## src/rtl/ccs_pkg.sv

```systemverilog
package ccs_pkg;

  typedef enum logic [2:0] {
    SEQ_IDLE  = 3'd0,
    SEQ_ARM   = 3'd1,
    SEQ_RUN   = 3'd2,
    SEQ_DRAIN = 3'd3,
    SEQ_OPC   = 3'd4,
    SEQ_LO    = 3'd5,
    SEQ_HI    = 3'd6
  } seq_state_t;

  // States in which the sequencer owns the data bus
  function automatic logic seq_drives(seq_state_t s);
    return (s == SEQ_RUN) || (s == SEQ_DRAIN) || (s == SEQ_OPC) ||
           (s == SEQ_LO)  || (s == SEQ_HI);
  endfunction

endpackage

```

## src/rtl/ccs_phase_edge.sv

```systemverilog
module ccs_phase_edge #(
  parameter int ADDR_W = 13
) (
  input  logic              clk,
  input  logic              rst,
  input  logic [ADDR_W-1:0] addr_in,
  output logic              phase_edge
);

  logic [ADDR_W-1:0] addr_seen;

  always_ff @(posedge clk) begin
    if (rst) addr_seen <= '0;
    else     addr_seen <= addr_in;
  end

  // any difference in the validated address opens a new phase
  assign phase_edge = (addr_in != addr_seen);

endmodule

```

## src/rtl/ccs_call_fsm.sv

```systemverilog
module ccs_call_fsm
  import ccs_pkg::*;
#(
  parameter int              ADDR_W    = 13,
  parameter int              DATA_W    = 8,
  parameter logic [ADDR_W-1:0] CALL_ADDR = 13'h1FF3
) (
  input  logic              clk,
  input  logic              rst,
  input  logic [ADDR_W-1:0] addr_in,
  input  logic [DATA_W-1:0] data_in,
  input  logic              phase_edge,
  input  logic              cop_done,
  output seq_state_t        state_q,
  output seq_state_t        state_nx,
  output logic              start_o,
  output logic [DATA_W-1:0] arg_o,
  output logic [ADDR_W-1:0] ret_o
);

  logic [DATA_W-1:0] arg_hold;
  logic              hit_call;
  logic              leave_arm;

  assign hit_call  = phase_edge && (addr_in == CALL_ADDR);
  assign leave_arm = (state_q == SEQ_ARM) && phase_edge;

  always_comb begin
    state_nx = state_q;
    unique case (state_q)
      SEQ_IDLE:  if (hit_call) state_nx = SEQ_ARM;
      SEQ_ARM:   if (phase_edge) state_nx = SEQ_RUN;
      SEQ_RUN:   if (cop_done && !start_o) state_nx = SEQ_DRAIN;
      SEQ_DRAIN: if (phase_edge) state_nx = SEQ_OPC;
      SEQ_OPC:   if (phase_edge) state_nx = SEQ_LO;
      SEQ_LO:    if (phase_edge) state_nx = SEQ_HI;
      SEQ_HI:    if (phase_edge) state_nx = hit_call ? SEQ_ARM : SEQ_IDLE;
      default:   state_nx = SEQ_IDLE;
    endcase
  end

  always_ff @(posedge clk) begin
    if (rst) begin
      state_q  <= SEQ_IDLE;
      start_o  <= 1'b0;
      arg_hold <= '0;
      arg_o    <= '0;
      ret_o    <= '0;
    end else begin
      state_q <= state_nx;
      start_o <= leave_arm;
      if (state_nx == SEQ_ARM) arg_hold <= data_in;
      if (leave_arm) begin
        arg_o <= arg_hold;
        ret_o <= addr_in;
      end
    end
  end


  start_pulse_chk: assert property (@(posedge clk) disable iff (rst)
    start_o |=> !start_o);


  start_run_chk: assert property (@(posedge clk) disable iff (rst)
    start_o |-> (state_q == SEQ_RUN));


  arg_keep_chk: assert property (@(posedge clk) disable iff (rst)
    (state_q == SEQ_RUN && !start_o) |-> $stable(arg_o));


  drain_hold_chk: assert property (@(posedge clk) disable iff (rst)
    (state_q == SEQ_DRAIN && !phase_edge) |=> (state_q == SEQ_DRAIN));


  phase_hold_chk: assert property (@(posedge clk) disable iff (rst)
    ((state_q == SEQ_OPC || state_q == SEQ_LO || state_q == SEQ_HI) && !phase_edge)
      |=> $stable(state_q));

endmodule

```

## src/rtl/ccs_bus_drive.sv

```systemverilog
module ccs_bus_drive
  import ccs_pkg::*;
#(
  parameter int                ADDR_W = 13,
  parameter int                DATA_W = 8,
  parameter logic [DATA_W-1:0] NOP_OP = 8'hEA,
  parameter logic [DATA_W-1:0] JMP_OP = 8'h4C
) (
  input  logic              clk,
  input  logic              rst,
  input  seq_state_t        state_nx,
  input  logic [ADDR_W-1:0] ret_addr,
  output logic [DATA_W-1:0] data_out,
  output logic              data_oe
);

  logic [DATA_W-1:0] ret_lo;
  logic [DATA_W-1:0] ret_hi;

  generate
    if (ADDR_W > DATA_W) begin : g_split
      assign ret_lo = ret_addr[DATA_W-1:0];
      assign ret_hi = DATA_W'(ret_addr >> DATA_W);
    end else begin : g_narrow
      assign ret_lo = DATA_W'(ret_addr);
      assign ret_hi = '0;
    end
  endgenerate

  always_ff @(posedge clk) begin
    if (rst) begin
      data_oe  <= 1'b0;
      data_out <= '0;
    end else begin
      data_oe <= seq_drives(state_nx);
      unique case (state_nx)
        SEQ_RUN, SEQ_DRAIN: data_out <= NOP_OP;
        SEQ_OPC:            data_out <= JMP_OP;
        SEQ_LO:             data_out <= ret_lo;
        SEQ_HI:             data_out <= ret_hi;
        default:            data_out <= '0;
      endcase
    end
  end

endmodule

```

## src/rtl/ccs_call_seq.sv

```systemverilog
module ccs_call_seq
  import ccs_pkg::*;
#(
  parameter int                ADDR_W    = 13,
  parameter int                DATA_W    = 8,
  parameter logic [ADDR_W-1:0] CALL_ADDR = 13'h1FF3,
  parameter logic [DATA_W-1:0] NOP_OP    = 8'hEA,
  parameter logic [DATA_W-1:0] JMP_OP    = 8'h4C
) (
  input  logic              clk,
  input  logic              rst,
  input  logic [ADDR_W-1:0] bus_addr,
  input  logic [DATA_W-1:0] bus_din,
  output logic [DATA_W-1:0] bus_dout,
  output logic              bus_oe,
  output logic              seq_busy,
  output logic              cop_start,
  output logic [DATA_W-1:0] cop_arg,
  input  logic              cop_done
);

  logic              phase_edge;
  seq_state_t        state_q;
  seq_state_t        state_nx;
  logic [ADDR_W-1:0] ret_addr;

  ccs_phase_edge #(.ADDR_W(ADDR_W)) u_edge (
    .clk        (clk),
    .rst        (rst),
    .addr_in    (bus_addr),
    .phase_edge (phase_edge)
  );

  ccs_call_fsm #(
    .ADDR_W    (ADDR_W),
    .DATA_W    (DATA_W),
    .CALL_ADDR (CALL_ADDR)
  ) u_fsm (
    .clk        (clk),
    .rst        (rst),
    .addr_in    (bus_addr),
    .data_in    (bus_din),
    .phase_edge (phase_edge),
    .cop_done   (cop_done),
    .state_q    (state_q),
    .state_nx   (state_nx),
    .start_o    (cop_start),
    .arg_o      (cop_arg),
    .ret_o      (ret_addr)
  );

  ccs_bus_drive #(
    .ADDR_W (ADDR_W),
    .DATA_W (DATA_W),
    .NOP_OP (NOP_OP),
    .JMP_OP (JMP_OP)
  ) u_drive (
    .clk      (clk),
    .rst      (rst),
    .state_nx (state_nx),
    .ret_addr (ret_addr),
    .data_out (bus_dout),
    .data_oe  (bus_oe)
  );

  assign seq_busy = (state_q != SEQ_IDLE);


  run_nop_chk: assert property (@(posedge clk) disable iff (rst)
    (state_q == SEQ_RUN) |-> (bus_oe && bus_dout == NOP_OP));


  jmp_op_chk: assert property (@(posedge clk) disable iff (rst)
    (state_q == SEQ_OPC) |-> (bus_oe && bus_dout == JMP_OP));


  release_chk: assert property (@(posedge clk) disable iff (rst)
    (state_q == SEQ_HI && phase_edge && bus_addr != CALL_ADDR) |=> (!bus_oe && !seq_busy));


  oe_busy_chk: assert property (@(posedge clk) disable iff (rst)
    bus_oe |-> seq_busy);

endmodule

```

## config.mk

```make
export PLATFORM = sky130hd
export DESIGN_NAME = ccs_call_seq
export DESIGN_NICKNAME = d
export VERILOG_FILES = /design/src/rtl/ccs_pkg.sv /design/src/rtl/ccs_phase_edge.sv /design/src/rtl/ccs_call_fsm.sv /design/src/rtl/ccs_bus_drive.sv /design/src/rtl/ccs_call_seq.sv
export SDC_FILE = /design/constraint.sdc
export NUM_CORES = 1
export LEC_CHECK = 0
export BUFFER_PORTS_ARGS = -buffer_cell sky130_fd_sc_hd__clkbuf_2
export CORE_AREA = 2 2 66 68
export CTS_CLUSTER_SIZE = 40
export DETAILED_ROUTE_END_ITERATION = 12
export DIE_AREA = 0 0 68 70
export GPL_TIMING_DRIVEN = 1
export PLACE_DENSITY = 0.81
export SETUP_SLACK_MARGIN = 0.5
export SLEW_MARGIN = 20
export SYNTH_ARGS = -nofsm -noshare
export SYNTH_HDL_FRONTEND = slang
export SYNTH_SLANG_ARGS = --single-unit
export TNS_END_PERCENT = 5
```

## constraint.sdc

```tcl
create_clock -name clk -period 6.8 [get_ports clk]
set_clock_uncertainty 0.2 [all_clocks]
set_input_delay 2.04 -clock clk [delete_from_list [all_inputs] [get_ports clk]]
set_output_delay 2.04 -clock clk [all_outputs]
set_load 0.02 [all_outputs]
```

==> impl_results.md, run 1 <==
- Vias in the first global route: 1475
- Post-layout net count: 275
- Cts bufs inserted: 5
- Worst Setup EP: u_fsm.arg_hold[1]
- Worst EP required: 6760 ps
- Seq/Total Area, Yosys: 51.28%
- Total power: 0.6033 mW
- Die area: 4760 um2
- Inserted Diodes: 0
- Worst Path Arrival: 4100 ps
- Via-to-Cell Ratio: 5.174
- Tcrit/Tclk final: 60.98%
- Core Area: 4144 um2
- Die Ht: 70 um
- Remaining DRCs: 0
- TNS Setup: 0 ps
- I/O Pins: 43
- Crit path max fanout: 9
- Reg2Reg Depth: 7
- Layout cells sized above 1: 23.41%
- Number of fillers in the final layout: 351
- RR Endpoint: u_fsm.arg_hold[1]
- Fmax: 241.2 MHz
- Setup CP Type: input pin to flip-flop
- Max_slew headroom: 36.09%
- Largest net degree at the start of global routing: 52
- Worst setup startpoint: bus_addr[10]
- Crit Reg-Reg Startpoint: u_edge.addr_seen[10]
- Antenna violations before repair: 0
- CTS root buf: clkbuf_8
- Routed WL per cell: 13.56 um
- # setup viols final: 0
- Max cap viols: 0
- Slowest CP cell: nor4_4
- Reg area: 1101 um2
- Power per cell area: 238.2 nW/um2
- Largest stage delay, worst path: 600 ps
- Total track usage: 19.01%
- Clock-pin transition on the worst setup and hold timing paths: 90 ps
- First-pass GRT wire length: 6.927 mm
- Synthesized area: 2147 um2
- Post-route minimum period: 4146 ps
- Area occupied by multi-input gates: 993.5 um2
- Buffer count from post-CTS setup fixing: 0
- RSZ-0062 raised after global routing: no
- Clock Tree Buf Depth: 2
- Hold-fix buffers at CTS: 0
- Max VDD drop: 0.0001476 V
- CP Launch Type: input pin
- # rows: 24
- DR vias: 1573
- Clk sinks: 55
- Leak: 1.028 nW
- Outcome: finished, final reports clean
- H-tree depth: 2
- Mean Syn Cell Area: 10.22 um2
- Fin. Hold Viols: 0
- HPWL Detailed: 2.941 mm
- Synth cell types: 35
- Final Max Slew Viols: 0
- First-pass DRT Iterations: 4
- Crit-path cells: clkbuf_2, xnor2_1, nand4_1, nor4_4, a2111oi_1, a41oi_4, mux2i_1, nor2_1
- Clk_lat worst skew: 300 ps
- CTS tree: yes
- Layout area overhead: 17.95%
- Starting Density: 51.81%
- CP endpoint kind: flip-flop
- Die Wd: 68 um
- DRT iter0 DRCs: 176
- Total gr overflow: 0
- Worst Hold Path Cells: 2
- Min Hold Slack: 268.8 ps
- IO buf count: 42
- HP Class: flip-flop to flip-flop
- Reg2Reg Setup Slack: 4210 ps
- Cells after Synth: 210
- CTS resizes: 0
- Routability cong.: 0.8901
- EDFF count, synth: 0
- Async SR Flop Fraction: 0%
- Antenna violation net count after detailed routing: 0
- Main synth FF type: dfxtp_1
- Syn nets: 234
- Post-Route WL: 4.123 mm
- Warnings from Yosys: 0
- Post-synthesis register bit count: 55
- Worst slew pin tran: 958.7 ps
-- through the flow --
stage               std cells  util (%)  setup WS, ps  instance area [um2]
finish                    304     61.11          2654                 2532
floorplan                 210         -          2778                 2147
CTS                       304     61.11          2626                 2532
detailed placement        296     57.82          2368                 2396
global route              304     61.11          2441                 2532
global placement          296     57.82          2419                 2396
-- registers in the layout, indices dropped and copies added (netlist names) --
| signal | count |
|---|---|
| u_drive.data_oe | 1 |
| u_fsm.start_o | 1 |
| u_fsm.arg_hold | 8 |
| u_fsm.arg_o | 8 |
| u_drive.data_out | 8 |
| u_fsm.ret_o | 13 |
| u_edge.addr_seen | 13 |
| u_fsm.state_q | 3 |
-- routing by layer --
metal	share of wire (%)	track usage [%]	wire, um
met2	48	28.59	1980
met1	46	27.07	1880
met5	0	0	0
met3	4.8	3.060	198
met4	1.6	7.333	65
-- where the power goes --
part	internal, mW	leakage, nW	switching (mW)
clock network	0.147	0.0644	0.101
registers	0.326	0.446	0.00188
logic	0.0129	0.518	0.0153
total	0.485	1.03	0.118
-- cells in the final DEF, fill, tap and decap left out --
| master | count |
|---|---|
| o21ai_0 | 2 |
| a31oi_1 | 1 |
| a2111oi_1 | 1 |
| dfxtp_1 | 55 |
| nand3b_1 | 3 |
| or2_2 | 1 |
| nor2b_1 | 13 |
| a41oi_4 | 1 |
| or3_1 | 1 |
| clkbuf_8 | 5 |
| and4_1 | 1 |
| o31ai_1 | 1 |
| maj3_1 | 1 |
| buf_4 | 1 |
| nand4_1 | 3 |
| clkinvlp_4 | 1 |
| o31a_1 | 1 |
| a21oi_1 | 9 |
| a2bb2oi_2 | 1 |
| clkbuf_2 | 42 |
| nor4bb_1 | 1 |
| nor4_4 | 1 |
| o311a_1 | 1 |
| bufinv_16 | 2 |
| xnor2_1 | 13 |
| nand3_1 | 4 |
| o31ai_2 | 1 |
| nor2_1 | 34 |
| nand2b_1 | 1 |
| mux2i_1 | 30 |
| clkinv_1 | 1 |
| nor2_2 | 2 |
| nor3_1 | 2 |
| inv_1 | 4 |
| a211o_1 | 1 |
| o31a_4 | 1 |
| nand4b_1 | 1 |
| nand2_1 | 8 |
-- cell type report --
type | count | area share (%)
well taps | 52 | 2.569
inverters | 5 | 0.7411
clock inverters | 3 | 2.668
repair buffers | 43 | 8.597
flip-flops and latches | 55 | 43.48
clock buffers | 5 | 2.717
multi-input cells | 141 | 39.23
-- how the worst min path moves through the flow --
| stage | from | end | slack (ps) |
|---|---|---|---|
| 6_report | u_fsm.ret_o[2] | u_drive.data_out[2] | 270 |
| 5_1_grt | u_fsm.ret_o[2] | u_drive.data_out[2] | 300 |
| 4_1_cts | u_fsm.ret_o[2] | u_drive.data_out[2] | 270 |
| 3_5_place_dp | u_fsm.ret_o[2] | u_drive.data_out[2] | 260 |
| 3_3_place_gp | u_fsm.ret_o[2] | u_drive.data_out[2] | 250 |
| 2_1_floorplan | u_fsm.ret_o[8] | u_drive.data_out[0] | 230 |
-- logic make-up (layout without fill, tap and decap cells) --
logic type,Yosys count,count (layout),share of synthesized area [%]
flops,55,55,51.28
fa+ha+maj,1,1,0.4662
mux,30,30,13.99
buf+inv,14,56,2.564
compound gates,21,21,8.334
xor+xnor,13,13,5.303
simple gates,76,76,18.07
-- critical path, delay by kind of cell --
family	cells	cell delay (ps)
buffers and inverters	1	130
muxes	1	240
and+or+nand+nor	3	830
xor gates and xnor gates	1	220
AOI/OAI and AO/OA	2	650
-- synth_stat cells, types with 3 or more instances --
cell type / instances / area share [%]
clkbuf_1: 7 / 1.2
nand4_1: 3 / 0.87
inv_1: 4 / 0.70
nor2b_1: 13 / 3.8
nand2_1: 8 / 1.4
a21oi_1: 9 / 2.1
nor2_1: 35 / 6.1
xnor2_1: 13 / 5.3
mux2i_1: 30 / 14
nand3_1: 4 / 0.93
nand3b_1: 3 / 1.0
dfxtp_1: 55 / 51
Note: power is estimated with default switching activity, not from simulation.
==> run 2: changes to the inputs <==
--- a/config.mk
+++ b/config.mk
@@ -5,13 +5,14 @@
 export SDC_FILE = /design/constraint.sdc
 export NUM_CORES = 1
 export LEC_CHECK = 0
+export ABC_AREA = 1
 export BUFFER_PORTS_ARGS = -buffer_cell sky130_fd_sc_hd__clkbuf_2
-export CORE_AREA = 2 2 66 68
+export CORE_AREA = 2 2 70 72
 export CTS_CLUSTER_SIZE = 40
 export DETAILED_ROUTE_END_ITERATION = 12
-export DIE_AREA = 0 0 68 70
+export DIE_AREA = 0 0 72 74
 export GPL_TIMING_DRIVEN = 1
-export PLACE_DENSITY = 0.81
+export PLACE_DENSITY = 0.79
 export SETUP_SLACK_MARGIN = 0.5
 export SLEW_MARGIN = 20
 export SYNTH_ARGS = -nofsm -noshare
==> constraint.sdc (replaced) <==
create_clock -name clk -period 4.21 [get_ports clk]
set_clock_uncertainty 0.2 [all_clocks]
set_input_delay 1.263 -clock clk [delete_from_list [all_inputs] [get_ports clk]]
set_output_delay 1.263 -clock clk [all_outputs]
set_load 0.02 [all_outputs]
==> impl_results.md, run 2 <==
- Die Wd: 72 um
- Cts bufs inserted: 5
- Layout area overhead: 13.48%
- HPWL Detailed: 3.771 mm
- Commonest non-fill, non-tap cell in the layout: nand2_1
- Number of fillers in the final layout: 445
- TNS Setup: 0 ps
- First-pass GRT wire length: 8.328 mm
- Total power: 0.8862 mW
- Warnings from Yosys: 0
- Yosys top cell area share: 45.62%
- Reg area: 1101 um2
- HP Class: flip-flop to flip-flop
- DRT iter0 DRCs: 101
- IO buf count: 42
- Syn nets: 364
- Post-route minimum period: 2959 ps
- # setup viols final: 0
- Cell taking the most area after synthesis: dfxtp_1
- Top Registers: u_edge.addr_seen x13, u_fsm.ret_o x13
- CTS root buf: clkbuf_8
- Outcome: finished, final reports clean
- Mean Syn Cell Area: 7.099 um2
- Seq pwr share: 59.8%
- Post-synthesis register bit count: 55
- Worst slew pin tran: 643.1 ps
- Fin. Hold Viols: 0
- Clock Tree Buf Depth: 2
- Async SR Flop Fraction: 0%
- Max cap viols: 0
- Routability cong.: 0.8138
- Seq/Total Area, Yosys: 45.62%
- Routed WL per cell: 11.72 um
- Total track usage: 19.93%
- I/O Pins: 43
- Starting Density: 52.49%
- CTS resizes: 0
- Synth top area cells: dfxtp_1 (46%), nand2_1 (12%), nor2_1 (10%)
- Top cells by count, synth: nand2_1 (74), nor2_1 (65), dfxtp_1 (55)
- Post-layout net count: 405
- Worst EP required: 4240 ps
- # rows: 25
- CP endpoint kind: flip-flop
- Max VDD drop: 0.0001915 V
- Buffer count from post-CTS setup fixing: 0
- Max_slew headroom: 56.99%
- Clk sinks: 55
- Fmax: 337.9 MHz
- Die area: 5328 um2
- Most common cell in the synthesized netlist: nand2_1
- Via-to-Cell Ratio: 5.087
- H-tree depth: 2
- Leak: 1.302 nW
- Cells after DPL: 428
- DR vias: 2213
- Tcrit/Tclk final: 70.29%
- Remaining DRCs: 0
- Synthesized area: 2414 um2
- Post-Route WL: 5.100 mm
- EDFF count, synth: 0
- Antenna violations before repair: 0
- Final Max Slew Viols: 0
- Core Area: 4598 um2
- Power per cell area: 323.6 nW/um2
- Layout cells sized above 1: 23.10%
- CP Launch Type: input pin
- Clk_lat worst skew: 300 ps
- RSZ-0062 raised after global routing: no
- Main synth FF type: dfxtp_1
- Die Ht: 74 um
- Sw Pwr: 0.2060 mW
- Total gr overflow: 0
- Setup CP Type: input pin to flip-flop
- Area occupied by multi-input gates: 1106 um2
- Hold-fix buffers at CTS: 0
- Non-filler cells, final: 435
- CTS tree: yes
- First-pass DRT Iterations: 5
- Largest net degree at the start of global routing: 35
- Synth cell types: 29
- Antenna violation net count after detailed routing: 0
- Commonest cells after routing, fill and taps aside: nand2_1 (74), nor2_1 (65), dfxtp_1 (55)
- Switching Share: 23.25%
- Power share of the combinational group: 7.4%
- Crit path max fanout: 34
- Cells after Synth: 340
- Inserted Diodes: 0
- Clock network power share: 32.8%
- Clock-pin transition on the worst setup and hold timing paths: 90 ps
- Worst Path Arrival: 2990 ps
- Int Power: 0.6801 mW
- Vias in the first global route: 1871
-- run 2: cell types whose count changed after synthesis, moves of 13 or more --
cell     change
mux2i_1     -30
inv_2       +15
nand3_1     +14
nand2_1     +66
nor2_1      +30
o21ai_0     +25
inv_1       +21
nor2b_1     -13
-- run 2: worst max-delay path, cell delays in order --
cell	delay [ps]
clkbuf_2	90
inv_1	110
nand2_1	90
nand2_1	80
nor2_1	50
nand2_1	70
nor2_2	40
nand2_2	110
nand2_2	80
inv_2	80
nand3_2	180
inv_2	430
o21ai_0	160
a21oi_1	160
-- run 2: final timing paths --
kind                            start                  end  slack (ps)  cells after the start
setup / recovery          bus_addr[1]       u_fsm.ret_o[1]        1250                     14
hold / removal        u_fsm.ret_o[12]  u_drive.data_out[4]         270                      2
setup reg to reg  u_edge.addr_seen[0]       u_fsm.ret_o[1]        2030                     12
hold reg to reg       u_fsm.ret_o[12]  u_drive.data_out[4]         270                      2
-- run 2: metal layers --
metal | global-route usage, % | vias up | routed length, um
li1 | - | 1151 | -
met1 | 25.66 | 1003 | 2273
met2 | 34.26 | 53 | 2505
met3 | 3.659 | 6 | 255
met4 | 6.289 | 0 | 65
met5 | 0 | - | 0
-- run 2: cells by family (layout without fill, tap and decap cells) --
family,count (synthesis),after routing,share of synthesized area [%]
and+or+nand+nor,180,180,33.64
DFF,55,55,45.62
AOI/OAI and AO/OA,54,54,11.82
buffers and inverters,50,91,8.553
xor gates and xnor gates,1,1,0.3629
-- run 2: power by group through the flow --
stage	clock [mW]	sequential, mW	combinational, mW
detailed placement	0	0.542	0.0657
CTS	0.294	0.530	0.0659
finish	0.291	0.530	0.0659
global route	0.314	0.531	0.0751
floorplan	0	0.541	0.0413
global placement	0	0.542	0.0647
-- run 2: per-stage QoR --
stage	area, um2	setup slack (ps)	hold WS (ps)	util (%)
2_1_floorplan	2414	1506	239.4	-
3_3_place_gp	2651	1069	257.7	57.66
3_5_place_dp	2651	950.6	264.9	57.66
4_1_cts	2739	1246	278.3	59.56
5_1_grt	2739	1004	307.4	59.56
6_report	2739	1251	274.8	59.56
-- run 2: layout make-up --
class	instances	area share, %
Tap cell	54	2.467
Timing Repair Buffer	43	7.949
Inverter	41	5.802
Sequential cell	55	40.20
Multi-Input combinational cell	235	40.38
Clock buffer	6	3.015
Clock inverter	1	0.1827
